File: src/rtl/rtc_cal_pkg.sv
package rtc_cal_pkg;
  localparam int unsigned N_FIELDS = 7;
  localparam int unsigned F_SEC  = 0;
  localparam int unsigned F_MIN  = 1;
  localparam int unsigned F_HR   = 2;
  localparam int unsigned F_DOW  = 3;
  localparam int unsigned F_DATE = 4;
  localparam int unsigned F_MON  = 5;
  localparam int unsigned F_YR   = 6;
  localparam int unsigned A_CTL  = 7;
  localparam int unsigned C_SET  = 0;
  localparam int unsigned C_BIN  = 1;
  localparam int unsigned C_H24  = 2;
  localparam int unsigned C_DST  = 3;

  typedef logic [N_FIELDS-1:0][7:0] tm_t;

  // value -> byte in the selected encoding
  function automatic logic [7:0] to_code(input logic [7:0] v, input logic bin);
    logic [7:0] tens;
    logic [7:0] ones;
    tens = v / 8'd10;
    ones = v - tens * 8'd10;
    return bin ? v : {tens[3:0], ones[3:0]};
  endfunction

  // byte in the selected encoding -> value
  function automatic logic [7:0] from_code(input logic [7:0] c, input logic bin);
    return bin ? c : ({4'd0, c[7:4]} * 8'd10 + {4'd0, c[3:0]});
  endfunction

  function automatic logic [7:0] month_len(input logic [7:0] mon, input logic [7:0] yr);
    case (mon)
      8'd2:                     return (yr[1:0] == 2'b00) ? 8'd29 : 8'd28;
      8'd4, 8'd6, 8'd9, 8'd11:  return 8'd30;
      default:                  return 8'd31;
    endcase
  endfunction
endpackage

File: src/rtl/rtc_cal_step.sv
module rtc_cal_step
  import rtc_cal_pkg::*;
(
  input  tm_t  cur,
  input  logic dst_en,
  input  logic fall_seen,
  output tm_t  nxt,
  output logic fall_seen_nxt
);
  logic end_hour, day_end, spring_jump, fall_jump;

  always_comb begin
    end_hour    = (cur[F_MIN] == 8'd59) && (cur[F_SEC] == 8'd59);
    day_end     = end_hour && (cur[F_HR] == 8'd23);
    spring_jump = dst_en && (cur[F_MON] == 8'd4) && (cur[F_DOW] == 8'd1) &&
                  (cur[F_DATE] <= 8'd7) && (cur[F_HR] == 8'd1) && end_hour;
    fall_jump   = dst_en && (cur[F_MON] == 8'd10) && (cur[F_DOW] == 8'd1) &&
                  (cur[F_DATE] >= 8'd25) && (cur[F_HR] == 8'd1) && end_hour && !fall_seen;
    nxt           = cur;
    fall_seen_nxt = fall_seen;
    if (spring_jump) begin
      nxt[F_HR]  = 8'd3;
      nxt[F_MIN] = 8'd0;
      nxt[F_SEC] = 8'd0;
    end else if (fall_jump) begin
      nxt[F_MIN]    = 8'd0;
      nxt[F_SEC]    = 8'd0;
      fall_seen_nxt = 1'b1;
    end else begin
      if (end_hour && (cur[F_HR] == 8'd1)) fall_seen_nxt = 1'b0;
      nxt[F_SEC] = (cur[F_SEC] == 8'd59) ? 8'd0 : cur[F_SEC] + 8'd1;
      if (cur[F_SEC] == 8'd59)
        nxt[F_MIN] = (cur[F_MIN] == 8'd59) ? 8'd0 : cur[F_MIN] + 8'd1;
      if (end_hour)
        nxt[F_HR] = (cur[F_HR] == 8'd23) ? 8'd0 : cur[F_HR] + 8'd1;
      if (day_end) begin
        nxt[F_DOW] = (cur[F_DOW] == 8'd7) ? 8'd1 : cur[F_DOW] + 8'd1;
        if (cur[F_DATE] >= month_len(cur[F_MON], cur[F_YR])) begin
          nxt[F_DATE] = 8'd1;
          nxt[F_MON]  = (cur[F_MON] == 8'd12) ? 8'd1 : cur[F_MON] + 8'd1;
          if (cur[F_MON] == 8'd12)
            nxt[F_YR] = (cur[F_YR] == 8'd99) ? 8'd0 : cur[F_YR] + 8'd1;
        end else begin
          nxt[F_DATE] = cur[F_DATE] + 8'd1;
        end
      end
    end
  end
endmodule

File: src/rtl/rtc_cal_enc.sv
module rtc_cal_enc
  import rtc_cal_pkg::*;
(
  input  tm_t  tm,
  input  logic bin,
  input  logic h24,
  output tm_t  code
);
  logic [7:0] fld [N_FIELDS];

  for (genvar i = 0; i < N_FIELDS; i++) begin : g_fld
    if (i == F_HR) begin : g_hr
      logic [7:0] h12;
      logic [7:0] hc;
      logic       pm;
      always_comb begin
        pm = tm[i] >= 8'd12;
        if (tm[i] == 8'd0)       h12 = 8'd12;
        else if (tm[i] > 8'd12)  h12 = tm[i] - 8'd12;
        else                     h12 = tm[i];
        hc = to_code(h12, bin);
      end
      assign fld[i] = h24 ? to_code(tm[i], bin) : {pm, hc[6:0]};
    end else begin : g_plain
      assign fld[i] = to_code(tm[i], bin);
    end
  end

  always_comb begin
    for (int i = 0; i < N_FIELDS; i++) code[i] = fld[i];
  end
endmodule

File: src/rtl/rtc_cal_dec.sv
module rtc_cal_dec
  import rtc_cal_pkg::*;
(
  input  tm_t  code,
  input  logic bin,
  input  logic h24,
  output tm_t  tm
);
  logic [7:0] fld [N_FIELDS];

  for (genvar i = 0; i < N_FIELDS; i++) begin : g_fld
    if (i == F_HR) begin : g_hr
      logic [7:0] v;
      logic       pm;
      logic [7:0] h;
      always_comb begin
        v  = from_code({1'b0, code[i][6:0]}, bin);
        pm = code[i][7];
        if (v == 8'd12) h = pm ? 8'd12 : 8'd0;
        else            h = pm ? v + 8'd12 : v;
      end
      assign fld[i] = h24 ? from_code(code[i], bin) : h;
    end else begin : g_plain
      assign fld[i] = from_code(code[i], bin);
    end
  end

  always_comb begin
    for (int i = 0; i < N_FIELDS; i++) tm[i] = fld[i];
  end
endmodule

File: src/rtl/rtc_update_engine.sv
module rtc_update_engine
  import rtc_cal_pkg::*;
#(
  parameter int unsigned UIP_LEAD = 4,
  parameter int unsigned ADDR_W   = 4
) (
  input  logic              clk,
  input  logic              rst_n,
  input  logic              tick_1s,
  input  logic              wr_en,
  input  logic [ADDR_W-1:0] addr,
  input  logic [7:0]        wr_data,
  output logic [7:0]        rd_data,
  output logic              uip,
  output logic              upd_done
);
  localparam int unsigned CNT_W   = $clog2(UIP_LEAD + 1);
  localparam tm_t         TM_RST  = {8'd0, 8'd1, 8'd1, 8'd1, 8'd0, 8'd0, 8'd0};
  localparam logic [3:0]  CTL_RST = 4'b0100;

  logic [1:0]       rst_pipe;
  logic             rst_q_n;
  logic [3:0]       ctl_q, ctl_d;
  tm_t              usr_q, usr_d, int_q, int_d;
  tm_t              step_tm, enc_tm, dec_tm;
  logic             fall_q, fall_d, step_fall;
  logic             busy_q, busy_d, done_q, done_d;
  logic [CNT_W-1:0] cnt_q, cnt_d;
  logic             xfer, set_now, ctl_wr;

  always_ff @(posedge clk or negedge rst_n) begin
    if (!rst_n) rst_pipe <= 2'b00;
    else        rst_pipe <= {rst_pipe[0], 1'b1};
  end
  assign rst_q_n = rst_pipe[1];

  rtc_cal_step u_step (
    .cur(int_q), .dst_en(ctl_q[C_DST]), .fall_seen(fall_q),
    .nxt(step_tm), .fall_seen_nxt(step_fall)
  );

  rtc_cal_enc u_enc (
    .tm(step_tm), .bin(ctl_q[C_BIN]), .h24(ctl_q[C_H24]), .code(enc_tm)
  );

  rtc_cal_dec u_dec (
    .code(usr_q), .bin(ctl_q[C_BIN]), .h24(ctl_q[C_H24]), .tm(dec_tm)
  );

  assign set_now = ctl_q[C_SET];
  assign xfer    = busy_q && (cnt_q == CNT_W'(1));
  assign ctl_wr  = wr_en && (addr == ADDR_W'(A_CTL));

  always_comb begin
    ctl_d  = ctl_q;
    usr_d  = usr_q;
    int_d  = int_q;
    fall_d = fall_q;
    busy_d = busy_q;
    cnt_d  = cnt_q;
    done_d = 1'b0;
    if (xfer) begin
      int_d  = step_tm;
      fall_d = step_fall;
      busy_d = 1'b0;
      if (!set_now) begin
        usr_d  = enc_tm;
        done_d = 1'b1;
      end
    end else if (busy_q) begin
      cnt_d = cnt_q - CNT_W'(1);
    end else if (tick_1s) begin
      busy_d = 1'b1;
      cnt_d  = CNT_W'(UIP_LEAD);
    end
    if (ctl_wr) begin
      ctl_d = wr_data[3:0];
      if (set_now && !wr_data[C_SET]) begin
        int_d  = dec_tm;
        fall_d = 1'b0;
        busy_d = 1'b0;
      end
    end else if (wr_en && set_now) begin
      for (int i = 0; i < N_FIELDS; i++) begin
        if (addr == ADDR_W'(i))
          usr_d[i] = (i == F_SEC) ? {1'b0, wr_data[6:0]} : wr_data;
      end
    end
  end

  always_ff @(posedge clk or negedge rst_q_n) begin
    if (!rst_q_n) begin
      ctl_q  <= CTL_RST;
      usr_q  <= TM_RST;
      int_q  <= TM_RST;
      fall_q <= 1'b0;
      busy_q <= 1'b0;
      cnt_q  <= '0;
      done_q <= 1'b0;
    end else begin
      ctl_q  <= ctl_d;
      usr_q  <= usr_d;
      int_q  <= int_d;
      fall_q <= fall_d;
      busy_q <= busy_d;
      cnt_q  <= cnt_d;
      done_q <= done_d;
    end
  end

  always_comb begin
    rd_data = 8'h00;
    for (int i = 0; i < N_FIELDS; i++) begin
      if (addr == ADDR_W'(i)) rd_data = usr_q[i];
    end
    if (addr == ADDR_W'(A_CTL)) rd_data = {4'b0000, ctl_q};
  end

  assign uip      = busy_q && !set_now;
  assign upd_done = done_q;
endmodule

File: config.mk
export PLATFORM = sky130hd
export DESIGN_NAME = rtc_update_engine
export DESIGN_NICKNAME = d
export VERILOG_FILES = /design/src/rtl/rtc_cal_pkg.sv /design/src/rtl/rtc_cal_step.sv /design/src/rtl/rtc_cal_enc.sv /design/src/rtl/rtc_cal_dec.sv /design/src/rtl/rtc_update_engine.sv
export SDC_FILE = /design/constraint.sdc
export NUM_CORES = 1
export LEC_CHECK = 0
export ABC_AREA = 0
export ABC_CLOCK_PERIOD_IN_PS = 4800
export BUFFER_PORTS_ARGS = -buffer_cell sky130_fd_sc_hd__clkbuf_2
export CAP_MARGIN = 15
export CORE_MARGIN = 8
export CORE_UTILIZATION = 57
export DETAILED_ROUTE_END_ITERATION = 8
export HOLD_SLACK_MARGIN = 0.08
export PLACE_DENSITY = 0.79
export SETUP_SLACK_MARGIN = 0.1
export SLEW_MARGIN = 5
export SYNTH_ARGS = -nofsm -noshare
export SYNTH_HDL_FRONTEND = slang
export SYNTH_SLANG_ARGS = --single-unit
File: constraint.sdc
create_clock -name clk -period 4.8 [get_ports clk]
set_input_delay 0.48 -clock clk [delete_from_list [all_inputs] [get_ports clk]]
set_output_delay 0.48 -clock clk [all_outputs]
set_load 0.02 [all_outputs]
### After elaboration in Yosys (flattened, before gate mapping)

Cells that the tools add are included.

| storage, ports and cells | value |
|---|---|
| input bits | 16 |
| logic and storage cells | 208 |
| register bits | 124 |
| output and inout port bits | 10 |

| operators by class | value |
|---|---|
| muxes and demuxes | 81 |
| order comparisons | 5 |
| reduce and logical (&&, ||, !) cells | 28 |
| divide/modulo/power cells | 8 |
| $add $sub $neg | 26 |
| bitwise logic cells | 1 |
| eq/ne operators | 23 |
| multipliers | 16 |

Operators with widths:

| cell | count |
|---|---|
| 2-to-1 mux 56 bit | 7 |
| 2-to-1 mux 8 bit | 49 |
| divider 8 x 4 -> 8 bit (second input constant) | 8 |
| multiplier 8 x 3 -> 3 bit (second input constant) | 8 |
| 2-to-1 mux 32 bit | 2 |
| adder 8 x 1 -> 8 bit (second input constant) | 7 |
| adder 8 x 4 -> 8 bit | 7 |
| multiplier 4 x 3 -> 7 bit (second input constant) | 7 |
| equality test 8 x 4 -> 1 bit (second input constant) | 5 |
| 2-to-1 mux 40 bit | 1 |
| 2-to-1 mux 16 bit | 2 |
| subtractor 4 bit | 8 |
| equality test 8 x 3 -> 1 bit (second input constant) | 3 |
| 2-to-1 mux 24 bit | 1 |
| logical AND 1 bit | 19 |
| equality test 4 x 3 -> 1 bit (second input constant) | 4 |
| equality test 8 x 1 -> 1 bit (second input constant) | 2 |
| equality test 8 x 6 -> 1 bit (second input constant) | 2 |
| case mux 8 bit (2 select lines) | 1 |
| 2-to-1 mux 1 bit | 14 |
| adder 7 x 4 -> 8 bit | 1 |
| adder 8 x 4 -> 8 bit (second input constant) | 1 |
| equality test 4 x 2 -> 1 bit (second input constant) | 2 |
| equality test 8 x 2 -> 1 bit (second input constant) | 1 |
| 23 further kinds | 26 |

### Longest topological paths before layout

| logic depth | value |
|---|---|
| depth in word-level cells | 27 |
| gate-level depth with buffers | 34 |
| mapped depth without buffers | 31 |

### Cells and area by module

From an unflattened synthesis, not the netlist that was laid out.

| second synthesis, totals | value |
|---|---|
| cell total of the unflattened synthesis | 1994 |
| area total of the unflattened synthesis | 15551.2 µm² |

Modules (own cells, without submodules):

| module | sequential area each (µm²) | instances | area each (µm²) | cells each |
|---|---|---|---|---|
| rtc_update_engine | 3111.7 | 1 | 6413.7 | 632 |
| rtc_cal_enc | 0.0 | 1 | 4570.6 | 724 |
| rtc_cal_dec | 0.0 | 1 | 2824.0 | 363 |
| rtc_cal_step | 0.0 | 1 | 1742.9 | 275 |

### Worst setup path before layout

OpenSTA, ideal clock, no wires.

| timing path | value |
|---|---|
| path type | register to register |
| start | register int_q[24] (netlist bit) |
| end | register usr_q[18] (netlist bit) |
| clock period less this slack | 6.263 ns |
| path slack | -1.463 ns |
| arrival time | 6.133 ns |
| library setup time | 0.130 ns |
| buffers on the path | 3 |
| stages on the path, launching flop included | 31 |
| required time | 4.670 ns |
| cells stage by stage | dfstp_2 > ha_1 > nor4bb_1 > nand4_1 > or4_4 > a21oi_1 > or2_1 > clkbuf_1 > inv_2 > ha_1 > clkbuf_1 > nand2_1 > o311ai_0 > o21ba_2 > xnor2_2 > buf_2 > xnor2_1 > o211ai_1 > a31oi_1 > a21boi_1 > nor2_1 > ha_1 > nand2_1 > a21oi_1 > a211oi_2 > ha_1 > inv_1 > ha_1 > mux4_2 > nand2_1 > a31oi_1 |

RTL lines:

| element | line | source |
|---|---|---|
| start: declaration | rtc_update_engine.sv:24 | `tm_t usr_q, usr_d, int_q, int_d;` |
| start signal: assignment | rtc_update_engine.sv:103 | `int_q <= int_d;` |
| end signal: assignment | rtc_update_engine.sv:102 | `usr_q <= usr_d;` |
| end: declaration | rtc_update_engine.sv:24 |  |

==> results.cfg <==
[critical_path]
critPathKind = register to register
r2r_start = int_q[17]
arrival_ns = 6.25
crit_slowest_cell = or4_4
slowest_delay_ns = 0.49
path_delay_family = simple AND/OR/NAND/NOR gates
start_kind = register
reg2reg_slack_ns = -1.14
r2r_cells = 30
r2r_end = usr_q[18]
worstPathRequired_ns = 5.11
end_kind = register
cp_max_fo = 7
worst-path-buf-inv = 5

[synthesis]
synth_xor_xnor_area_share_pct = 5.91
synth_seq_cells = 124
synth_fa_ha_area_share_pct = 11.6
synthTopCellsByArea = dfrtp_1, ha_1, a21oi_1
async_reset_ff_share_pct = 100
synth_top_family_by_area = compound AO/OA/AOI/OAI gates
synth-compound-area-share_pct = 28.4
yosysMostFrequentCell = nor2_1
synth_cells = 1927
ys_warn_count = 0
postSynthAreaPerCell_um2 = 7.49
synth_top_area_share_pct = 20.3
synth_area_mm2 = 0.0144
synth_simple_gate_area_share_pct = 23.3
synth_largest_area_cell = dfrtp_1
synth_ff_type = dfrtp_1
synth-seq-area-share_pct = 21.6
synth_edf_count = 0
synthDistinctLibCells = 98
synth_mux_area_share_pct = 4.17
synth_nets = 2058
synth_common_cells = nor2_1, nand2_1, a21oi_1

[outcome]
violations = setup timing
outcome = complete, but fails checks

[routing]
drcViolationCount = 0
first_pass_iters = 7
wl_per_cell_um = 22.5
vias_per_cell = 6.89
ant_nets = 0
drt_wl_total_um = 59900
first_iter_violations = 2586
vias = 18315

[grt]
grtUsageTotal_pct = 35.9
antenna_found_initial = 1
grt_pass1_wl_um = 90300
grt_pass1_vias = 17574
overflow = 0
grt_max_degree = 84

[floorplan]
initial_core_util_pct = 57.7
dieWidth_um = 175
dieArea_mm2 = 0.0307
rows = 58
fp.coreArea_mm2 = 0.0250
ios = 26
die_height_um = 175

[timing]
max_slew.worst_pin.slew_ns = 1.09
final_max_slew_viol_count = 0
min_period_over_period_pct = 124
setup_viol = 23
layout_setup_ws_ns = -1.14
final_hold_viol_count = 0
rsz0062_at_grt = yes
relSlewSlack_pct = 26.7
fin_crit_ns = 5.94
skew_ns = 0.00678
fmax_mhz = 168

[cts]
cts_buffer_depth = 2
cts_tree = yes
cts_buffers = 17
root_buffer = clkbuf_16
cts_max_level = 4
clk_latency_ns = 0.43
clk_pin_slew_worst_paths_ns = 0.06
cts_sinks = 124

[power]
peakVddDrop_uv = 662
cellLeakagePower_uw = 0.00852
power_uw = 18000
powerDensity_mw_per_mm2 = 894

[layout]
final_core_util_pct = 80.4
nFillCells = 1495
fin_nets = 2447
drive_gt1_share_pct = 34.0
areaGrowthSynthToFinish_pct = 39.5
diodes = 0

[placement]
numPortBuffers = 25
gp_congestion = 0.979
dp_hpwl_um = 38100

[run]
cap_viol_max_count = 0

[hold_path]
hold_depth = 2
min_to = cnt_q[1]
hold_class = input port to register
worst_hold_startpoint = tick_1s
==> metrics by stage <==
step | setup slack [ns] | TNS [ns] | hold WS, ns | area [µm²] | instances
floorplan | -0.993 | -5.31 | 0.184 | 15100 | 1927
global placement | -0.783 | -7.57 | 0.266 | 18000 | 2544
detailed placement | -1.02 | -10.50 | 0.268 | 18000 | 2544
CTS | -0.803 | -8.03 | 0.272 | 19600 | 2641
global route | -1.41 | -18.65 | 0.276 | 20100 | 2659
finish | -1.14 | -12.56 | 0.276 | 20100 | 2659
==> state kept, by name, indices dropped and copies added (netlist names) <==
register,cells
int_q,56
usr_q,56
ctl_q,4
cnt_q,3
rst_pipe,2
busy_q,1
fall_q,1
upd_done,1
==> area by class of cell <==
class | count | area, µm² | share of cell area, %
Clock buffer | 18 | 439 | 2.18
Clock inverter | 14 | 170 | 0.845
Inverter | 62 | 243 | 1.21
Multi-Input combinational cell | 1619 | 11900 | 59.3
Sequential cell | 124 | 3120 | 15.5
Tap cell | 330 | 413 | 2.05
Timing Repair Buffer | 492 | 3810 | 18.9
==> cell families (layout without fill, tap and decap cells) <==
family / after synthesis / in the layout
AND/OR/NAND/NOR: 707 / 707
AO/OA/AOI/OAI: 637 / 637
buffers and inverters: 185 / 586
flip-flops: 124 / 124
adder cells (fa/ha/maj): 123 / 123
XOR/XNOR: 95 / 96
multiplexers: 55 / 55
other: 1 / 1
==> routing by layer <==
metal | track usage [%] | part of all wire [%] | vias to the layer above
li1 | - | - | 7867
met1 | 43.0 | 35 | 8451
met2 | 57.7 | 44 | 1478
met3 | 8.72 | 13 | 517
met4 | 22.1 | 8.1 | 2
met5 | 0 | 0.017 | -
==> report_power, final <==
| group | switching (µW) | internal (µW) | total [µW] |
|---|---|---|---|
| registers | 731 | 1530 | 2260 |
| logic | 7600 | 6810 | 14400 |
| clock network | 515 | 828 | 1340 |
| total | 8850 | 9160 | 18000 |
==> worst max path at each step <==
stage	startpoint	to	slack, ns	depth (start not counted)
floorplan	int_q[0]	usr_q[18]	-0.99	32
global placement	int_q[8]	usr_q[18]	-0.78	28
detailed placement	int_q[8]	usr_q[18]	-1.02	28
CTS	int_q[32]	usr_q[18]	-0.80	26
global route	int_q[17]	usr_q[17]	-1.41	29
finish	int_q[17]	usr_q[18]	-1.14	30
==> placed cells by master (no fill, tap or decap), types with 11 or more instances in the layout <==
cell type,instances
nand3_1,43
or3_1,12
o21ai_0,120
fa_1,15
buf_6,26
a211oi_1,40
nor4_1,13
o22ai_1,16
o21ai_1,24
nor3_1,43
mux2i_1,35
nand4_1,26
nor2_1,193
a211oi_2,15
xnor2_1,39
buf_4,433
a22oi_1,12
nor2_2,21
mux2_2,15
a21oi_1,149
a21oi_2,16
clkbuf_2,25
nor2b_1,27
nand2_1,198
inv_2,11
dfrtp_1,115
and2_1,17
clkbuf_16,17
inv_1,47
a31oi_1,38
a21o_1,14
o31ai_1,11
ha_1,75
o211ai_1,47
xor2_1,38
==> timing repair <==
action                                  in CTS  in global routing
gates cloned                                 1                  0
endpoints found under the setup margin      23                 27
gates resized for setup                    119                 71
endpoints found under the hold margin        2                  0
buffers inserted                            65                 27
pin swaps                                   83                 50
hold buffers                                 1                  0
Power figures use the tool's default switching activity.
